File: src/rtl/aor_pkg.sv
package aor_pkg;
  typedef enum logic {OP_OR = 1'b0, OP_ADD = 1'b1} op_sel_e;

  function automatic logic [7:0] fn_wrap_add(input logic [7:0] a, input logic [7:0] b, input int w);
    logic [8:0] full;
    logic [7:0] mask;
    full = {1'b0, a} + {1'b0, b};
    mask = 8'((9'd1 << w) - 9'd1);
    return full[7:0] & mask;
  endfunction

  function automatic logic [7:0] fn_bit_or(input logic [7:0] a, input logic [7:0] b);
    return a | b;
  endfunction
endpackage

File: src/rtl/aor_opunit.sv
module aor_opunit #(
  parameter int WIDTH = 3
) (
  input  logic [WIDTH-1:0] op_a,
  input  logic [WIDTH-1:0] op_b,
  input  aor_pkg::op_sel_e sel,
  output logic [WIDTH-1:0] sum_o,
  output logic [WIDTH-1:0] or_o,
  output logic [WIDTH-1:0] mux_o
);
  import aor_pkg::*;
  localparam int PAD = 8 - WIDTH;

  logic [7:0] a_ext, b_ext, sum_ext, or_ext;

  assign a_ext   = {{PAD{1'b0}}, op_a};
  assign b_ext   = {{PAD{1'b0}}, op_b};
  assign sum_ext = fn_wrap_add(a_ext, b_ext, WIDTH);
  assign or_ext  = fn_bit_or(a_ext, b_ext);
  assign sum_o   = sum_ext[WIDTH-1:0];
  assign or_o    = or_ext[WIDTH-1:0];

  always_comb begin
    unique case (sel)
      OP_ADD:  mux_o = sum_o;
      default: mux_o = or_o;
    endcase
  end
endmodule

File: src/rtl/aor_enreg.sv
module aor_enreg #(
  parameter int WIDTH = 3
) (
  input  logic             clk,
  input  logic             rst,
  input  logic             en,
  input  logic [WIDTH-1:0] d,
  output logic [WIDTH-1:0] q
);
  for (genvar i = 0; i < WIDTH; i++) begin : g_bit
    always_ff @(posedge clk) begin
      if (rst)     q[i] <= 1'b0;
      else if (en) q[i] <= d[i];
    end
  end

  AST_RESET_CLEARS: assert property (@(posedge clk) rst |=> (q == '0));
  AST_HOLD_IDLE: assert property (@(posedge clk) disable iff (rst) !en |=> $stable(q));
endmodule

File: src/rtl/aor_accum.sv
module aor_accum #(
  parameter int WIDTH = 3
) (
  input  logic             clk,
  input  logic             rst,
  input  logic [WIDTH-1:0] op_a,
  input  logic [WIDTH-1:0] op_b,
  input  logic             add_stb,
  input  logic             or_stb,
  output logic [WIDTH-1:0] result
);
  import aor_pkg::*;
  localparam int PAD = 8 - WIDTH;

  op_sel_e          sel_w;
  logic             load_en_w;
  logic [WIDTH-1:0] sum_w, or_w, next_w;

  assign sel_w     = add_stb ? OP_ADD : OP_OR;
  assign load_en_w = add_stb | or_stb;

  aor_opunit #(.WIDTH(WIDTH)) u_ops (
    .op_a  (op_a),
    .op_b  (op_b),
    .sel   (sel_w),
    .sum_o (sum_w),
    .or_o  (or_w),
    .mux_o (next_w)
  );

  aor_enreg #(.WIDTH(WIDTH)) u_reg (
    .clk (clk),
    .rst (rst),
    .en  (load_en_w),
    .d   (next_w),
    .q   (result)
  );

  AST_STROBES_EXCLUSIVE: assert property (@(posedge clk) disable iff (rst) !(add_stb && or_stb));
  AST_ADD_LOAD: assert property (@(posedge clk) disable iff (rst)
    add_stb |=> (result == WIDTH'(fn_wrap_add({{PAD{1'b0}}, $past(op_a)}, {{PAD{1'b0}}, $past(op_b)}, WIDTH))));
  AST_OR_LOAD: assert property (@(posedge clk) disable iff (rst)
    or_stb |=> (result == ($past(op_a) | $past(op_b))));
endmodule

File: config.mk
export PLATFORM = sky130hd
export DESIGN_NAME = aor_accum
export DESIGN_NICKNAME = d
export VERILOG_FILES = /design/src/rtl/aor_pkg.sv /design/src/rtl/aor_opunit.sv /design/src/rtl/aor_enreg.sv /design/src/rtl/aor_accum.sv
export SDC_FILE = /design/constraint.sdc
export NUM_CORES = 1
export LEC_CHECK = 0
export ABC_AREA = 1
export ABC_CLOCK_PERIOD_IN_PS = 1300
export CAP_MARGIN = 30
export CORE_AREA = 2 2 39 41
export DETAILED_ROUTE_END_ITERATION = 16
export DIE_AREA = 0 0 41 43
export DONT_BUFFER_PORTS = 1
export GPL_TIMING_DRIVEN = 0
export SLEW_MARGIN = 20
export SYNTH_ARGS = -nofsm -noshare
export SYNTH_HDL_FRONTEND = slang
export SYNTH_SLANG_ARGS = --single-unit
File: constraint.sdc
create_clock -name clk -period 1.3 [get_ports clk]
set_input_delay 0.13 -clock clk [delete_from_list [all_inputs] [get_ports clk]]
set_output_delay 0.13 -clock clk [all_outputs]
set_load 0.02 [all_outputs]
# Word level (Yosys, flattened, before mapping)
# Index checks and enable logic that the tools add are counted.
[word_totals]
ram_bits = 0
memories = 0
out_inout_bits = 3
regBits = 3
in_bits = 10
romBits = 0
latch_bits = 0
[op_classes]
div = 0
reduce_logical = 0
magnitude_cmp = 0
n_mul = 0
n_mux = 2
shifts = 0
addsub = 1
n_bitwise = 2
eq_ne = 0
[op_table]
columns = ["cell", "count"]
rows = [
  ["3-bit adder", 1],
  ["3-bit 2-to-1 mux", 1],
  ["3-bit bitwise OR", 1],
  ["1-bit 2-to-1 mux", 1],
  ["1-bit bitwise OR", 1],
]

# Longest topological paths before layout
# Gate-level depths: netlist of run 1.
[depth]
ltp_word = 2
depth_mapped = 7
depth_no_buf = 7

# Cells and area by module
# From an unflattened synthesis of run 1, not the netlist that was laid out.
[hier_totals]
hier_cells = 48
area_unflattened_um2 = 289.0
[modules_own_cells]
columns = ["module", "n_inst", "area_each_um2", "seq_area_each_um2", "cells_each"]
rows = [
  ["aor_opunit", 1, 157.7, 0.0, 26],
  ["aor_enreg", 1, 120.1, 60.1, 19],
  ["aor_accum", 1, 11.3, 0.0, 3],
]

# Worst setup path after synthesis of run 1
# OpenSTA, ideal clock, no wires.
[synth_path]
kind = "in2reg"
from = "in op_a[0]"
to = "reg u_reg.q[1]"
required_time_ns = 1.191
t_arrival_ns = 0.938
setup_slack_ns = 0.253
stages = 6
n_path_buf = 0
cell_sequence = "ha_1 > fa_1 > nand2_1 > nand3_1 > nand2_1 > inv_1"
[synth_between]
elab_chain_cells = 2
[synth_rtl]
columns = ["element", "line", "rtl"]
rows = [
  ["from (decl)", "aor_accum.sv:6", "input logic [WIDTH-1:0] op_a,"],
  ["3-bit adder", "aor_pkg.sv:7", "full = {1'b0, a} + {1'b0, b};"],
  ["3-bit 2-to-1 mux", "aor_opunit.sv:24", "unique case (sel)"],
  ["to (signal, indexed assignment)", "aor_enreg.sv:13", "else if (en) q[i] <= d[i];"],
  ["to (decl)", "aor_enreg.sv:8", "output logic [WIDTH-1:0] q"],
]
# No other way between the ends.
# A chain may end at the register's enable or synchronous reset.

# Worst setup path in the final report of run 1
# Same ends and word-level chain as after synthesis.

==> run_results.csv, run 1 <==
group,metric,value,unit
status,status,"completed",
sta,hold-worst-slack,80.7,ps
synth,yosys_warnings,0,
worst_setup_path,cp_num_buf_inv,1,
synth,syn_nets,54,
clocking,clk_pin_slew,30,ps
floorplan,fp-row-count,14,
run,cap_violations,0,
routing,viasPerCell,3.80,
sta,finalHoldViolations,0,
sta,fin_tns_setup,0,ps
sta,finalCritPeriodShare,64.9,%
routing,drc,0,
synth,synth_compound_area_share,0,%
placed_design,place_area,282,um^2
floorplan,start_util,18.9,%
global_route,grt_max_degree,6,
sta,slew_violations,0,
worst_setup_path,critPathMostFrequentCell,"nand2_1",
floorplan,die_x,41,um
clocking,cts_buffers,3,
placed_design,io_buffers,0,
global_route,grt_pass1_wl,759,um
global_route,overflow,0,
global_route,gr-usage-all-layers,6.43,%
synth,synth_area,262,um^2
routing,drt_iter0_drc,0,
routing,ant_nets,0,
placed_design,place_hpwl,411,um
cells_and_area,final_net_count,59,
floorplan,chipHeight,43,um
worst_setup_path,cp.required,1420,ps
clocking,cts_setup_buffers,0,
worst_setup_path,cp_cell_sequence,"ha_1, fa_1, nand2_1, nand3_1, nand2_1, inv_1",
cells_and_area,top_regs,"u_reg.q x3",
power_and_ir_drop,leakage,0.185,nW
worst_setup_path,critPathKind,"in2reg",
routing,post_drt_wl_per_cell,7.63,um
cells_and_area,antenna_cells,0,
routing,num_vias,224,
sta,slew_headroom,83.8,%
cells_and_area,drive_gt1_share,11.6,%
floorplan,core,1380,um^2
routing,met2_length,236,um
routing,dr_wl_met3,40,um
clocking,htreeDepth,1,
routing,wl,450,um
worst_setup_path,cp.arrival,970,ps
worst_setup_path,cpMaxStageDelayCell,"fa_1",
sta,finalCriticalPeriod,844,ps
cells_and_area,final_util,22.2,%
sta,rsz0062_at_grt,"no",
worst_setup_path,critical-path-top-delay-family,"adder cells",
floorplan,pin_count,13,
synth,synthMuxAreaShare,0,%
clocking,cts_tree,"yes",
synth,synth.avg_cell_area,6.71,um^2
placed_design,gp_congestion,0.649,
power_and_ir_drop,vdd_drop_max,0.411,mV
synth,synthCells,39,
global_route,antenna_found_initial,0,
worst_setup_path,cp-end-kind,"register",
clocking,cts_hold_buf,0,
synth,ys_ff_latch,3,
synth,yosysSeqAreaShare,23.0,%
worst_setup_path,cp_slowest_stage_delay,430,ps
routing,wl_met1,173,um
power_and_ir_drop,power_density,1040,nW/um^2
synth,synth_xor_area_share,0,%
clocking,cts_resized,0,
routing,maxUsedRoutingLayer,"met3",
global_route,grt_pass1_vias,223,
sta,max_slew.worst_pin.slew,242,ps
cells_and_area,largest_register_ffs,3,
clocking,insertion_delay,220,ps
cells_and_area,top_register,"u_reg.q",
sta,fin_worst_skew,0,ps
worst_setup_path,cp_max_fo,2,
routing,firstDrtPassIters,1,
min_path,holdCritPathClass,"in2reg",
synth,synthAdderAreaFrac,26.8,%
cells_and_area,fin_area,308,um^2
sta,setup_violations,0,
clocking,cts-root-buf,"clkbuf_4",
clocking,clk_path_buf_depth,2,
synth,synth_top_family_by_area,"simple AND/OR/NAND/NOR gates",
synth,synth_cell_types,10,
sta,fmax,1180,MHz
floorplan,die_area,1760,um^2
clocking,cts.sinks,3,
placed_design,placedCellCount,55,
synth,yosys.area_share.simple,33.0,%
cells_and_area,area_delta_synth_final,17.7,%
worst_setup_path,start_kind,"primary input",
cells_and_area,layout.cells.non_filler,59,
-- stage by stage --
| stage | total power, mW | setup slack, ps |
|---|---|---|
| final | 0.320 | 456 |
| after floorplan | 0.157 | 253 |
| after global routing | 0.350 | 404 |
| after detailed placement | 0.166 | 211 |
| after global placement | 0.166 | 208 |
| after CTS | 0.332 | 450 |
-- tightest hold or removal path, cell delays in order --
cell and delay [ps]:
inv_1 40, nand2_1 60, inv_1 30
-- synthesized netlist by cell type --
| master | n | area share, % |
|---|---|---|
| inv_2 | 1 | 1.4 |
| ha_1 | 4 | 19 |
| inv_1 | 11 | 16 |
| nand3_1 | 4 | 7.7 |
| dfxtp_1 | 3 | 23 |
| nor2_2 | 1 | 2.4 |
| nand2_1 | 9 | 13 |
| nor2_1 | 3 | 4.3 |
| fa_1 | 1 | 7.7 |
| nand3b_1 | 2 | 5.7 |
-- placed cells by master (no fill, tap or decap) --
cell type   n
nand2_1     9
inv_2       1
nor2_1      3
clkbuf_1    1
dfxtp_1     3
nor2_2      1
fa_1        1
inv_1      11
clkbuf_4    3
nand3b_1    2
ha_1        4
nand3_1     4
-- report_power, final --
part           internal [mW]  switching [mW]  total (mW)
Sequential             0.101          0.0158       0.117
Clock                  0.115          0.0422       0.157
Combinational         0.0215          0.0243      0.0458
-- cells by family (layout without fill, tap and decap cells) --
group,Yosys count,count (layout)
adders and majority gates,5,5
and+or+nand+nor,19,19
DFF,3,3
buffers and inverters,12,16
-- worst paths after layout --
path,start,slack (ps),endpoint,cells past startpoint
worst min register to register,u_reg.q[2],630,u_reg.q[2],4
worst min-delay path,rst,80,u_reg.q[1],3
worst max-delay path,op_a[0],460,u_reg.q[1],6
worst max register to register,u_reg.q[2],530,u_reg.q[2],4
-- area by class of cell --
cell class	instances	area, um^2
clock buffers	4	26.3
inverters	12	45.0
well taps	16	20.0
fillers	169	1080
flip-flops and latches	3	60.1
multi-input cells	24	156
-- metal layers --
layer	GRT usage, %	vias to the layer above
li1	-	121
met1	5.79	98
met2	10.3	5
met3	5.24	0
met4	2.00	0
met5	0	-
Note: power is estimated with default switching activity, not from simulation.
==> run 2, diff against run 1 <==
--- a/config.mk
+++ b/config.mk
@@ -6,7 +6,7 @@
 export NUM_CORES = 1
 export LEC_CHECK = 0
 export ABC_AREA = 1
-export ABC_CLOCK_PERIOD_IN_PS = 1300
+export ABC_CLOCK_PERIOD_IN_PS = 800
 export CAP_MARGIN = 30
 export CORE_AREA = 2 2 39 41
 export DETAILED_ROUTE_END_ITERATION = 16
==> constraint.sdc (replaced) <==
create_clock -name clk -period 0.8 [get_ports clk]
set_input_delay 0.08 -clock clk [delete_from_list [all_inputs] [get_ports clk]]
set_output_delay 0.08 -clock clk [all_outputs]
set_load 0.02 [all_outputs]
==> run_results.csv, run 2 (same netlist as run 1, synthesis figures left out) <==
group,metric,value,unit
worst_setup_path,cp-startpoint,"op_a[0]",
global_route,grt_pass1_vias,227,
sta,fin_worst_skew,0,ps
clocking,cts-root-buf,"clkbuf_4",
power_and_ir_drop,p_sw,145,uW
worst_setup_path,r2r-start,"u_reg.q[1]",
cells_and_area,top_regs,"u_reg.q x3",
cells_and_area,fin_area,329,um^2
routing,firstDrtPassIters,2,
worst_setup_path,start_kind,"primary input",
worst_setup_path,rrSetupSlack,100,ps
routing,drc,0,
sta,finalCritPeriodShare,95.0,%
routing,drt_iter0_drc,2,
routing,num_vias,215,
sta,finalCriticalPeriod,760,ps
worst_setup_path,critPathCapture,"u_reg.q[1]",
min_path,holdCritPathClass,"in2reg",
floorplan,die_area,1760,um^2
sta,max_slew.worst_pin.slew,134,ps
global_route,overflow,0,
floorplan,fp-row-count,14,
routing,viasPerCell,3.64,
run,cap_violations,0,
cells_and_area,final_util,23.8,%
placed_design,place_hpwl,397,um
placed_design,io_buffers,0,
power_and_ir_drop,vdd_drop_max,0.290,mV
routing,wl,472,um
power_and_ir_drop,leakage,0.189,nW
sta,fmax,1320,MHz
placed_design,gp_congestion,0.695,
sta,slew_violations,0,
routing,ant_nets,0,
status,status,"completed",
sta,finalHoldViolations,0,
clocking,clk_pin_slew,40,ps
cells_and_area,fillers,159,
worst_setup_path,cp.arrival,890,ps
power_and_ir_drop,power_frac_comb,14.7,%
worst_setup_path,reg2reg_depth,4,
placed_design,place_area,294,um^2
power_and_ir_drop,p_int,393,uW
worst_setup_path,critPathKind,"in2reg",
cells_and_area,antenna_cells,0,
clocking,cts_tree,"yes",
power_and_ir_drop,power_frac_seq,35.9,%
power_and_ir_drop,power_density,1630,nW/um^2
worst_setup_path,worstReg2RegEnd,"u_reg.q[1]",
routing,post_drt_wl_per_cell,8.00,um
cells_and_area,top_register,"u_reg.q",
placed_design,placedCellCount,55,
floorplan,start_util,18.9,%
clocking,insertion_delay,230,ps
cells_and_area,final_common_cell,"inv_1",
sta,slew_headroom,91.1,%
clocking,cts_setup_buffers,0,
sta,setup_violations,0,
global_route,gr-usage-all-layers,7.12,%
floorplan,chipHeight,43,um
clocking,cts_buffers,3,
placed_design,pre_cts_ws,-199,ps
worst_setup_path,cp_max_fo,2,
clocking,clk_path_buf_depth,2,
global_route,antenna_found_initial,0,
cells_and_area,layout.cells.non_filler,59,
worst_setup_path,cp-end-kind,"register",
clocking,htreeDepth,1,
floorplan,die_x,41,um
power_and_ir_drop,p_clk_share,49.3,%
cells_and_area,area_delta_synth_final,25.8,%
power_and_ir_drop,power.total,537,uW
power_and_ir_drop,p_sw_share,27.0,%
floorplan,pin_count,13,
worst_setup_path,cp.required,930,ps
global_route,grt_pass1_wl,807,um
cells_and_area,drive_gt1_share,23.3,%
clocking,cts.sinks,3,
global_route,grt_max_degree,6,
cells_and_area,largest_register_ffs,3,
sta,final.setup.worst_slack,40.2,ps
floorplan,core,1380,um^2
cells_and_area,final_net_count,59,
cells_and_area,final_cell_mix,"inv_1, nand2_1",
-- run 2: critical path, cell delays in order --
cell     delay (ps)
ha_4            140
fa_1            440
nand2_1          80
nand3_2          50
nand2_1          60
inv_1            30
-- run 2: metrics by stage --
stage / TNS [ps] / hold slack (ps)
after CTS: 0 / 3.69
after floorplan: -283 / 238
after global routing: -8.58 / 24.2
after detailed placement: -361 / 254
final: 0 / 8.64
after global placement: -363 / 257
-- run 2: area by class of cell --
| class | count | area [um^2] | area share [%] |
|---|---|---|---|
| tap | 16 | 20.0 | 6.08 |
| sequential | 3 | 63.8 | 19.4 |
| multi-input combinational | 24 | 174 | 52.9 |
| inverter | 12 | 45.0 | 13.7 |
| clock buffer | 4 | 26.3 | 7.98 |
-- run 2: timing repair --
item / in CTS / in global routing
setup endpoints to repair: 0 / 3
hold endpoints to repair: 0 / 0
hold buffers: 0 / 0
resized for setup: 0 / 4
-- run 2: per-layer routing --
layer / global-route usage, % / vias to the layer above / wire length [um]
met3: 2.62 / 0 / 71
met2: 11.3 / 8 / 232
met5: 0 / - / 0
met4: 8.00 / 0 / 0
met1: 5.77 / 86 / 168
li1: - / 121 / -
-- run 2: power by group through the flow --
stage,registers [mW],logic [mW],clock network (mW)
2_1_floorplan,0.190,0.0666,0
3_3_place_gp,0.193,0.0763,0
3_5_place_dp,0.193,0.0775,0
4_1_cts,0.191,0.0782,0.283
5_1_grt,0.196,0.0986,0.290
6_report,0.193,0.0792,0.265
-- run 2: worst min-delay path by stage --
stage          startpoint         end  slack [ps]  cells after the start
2_1_floorplan         rst  u_reg.q[1]         240                      3
3_3_place_gp          rst  u_reg.q[1]         260                      3
3_5_place_dp          rst  u_reg.q[1]         250                      3
4_1_cts               rst  u_reg.q[1]           4                      3
5_1_grt               rst  u_reg.q[0]          20                      3
6_report              rst  u_reg.q[1]           9                      3
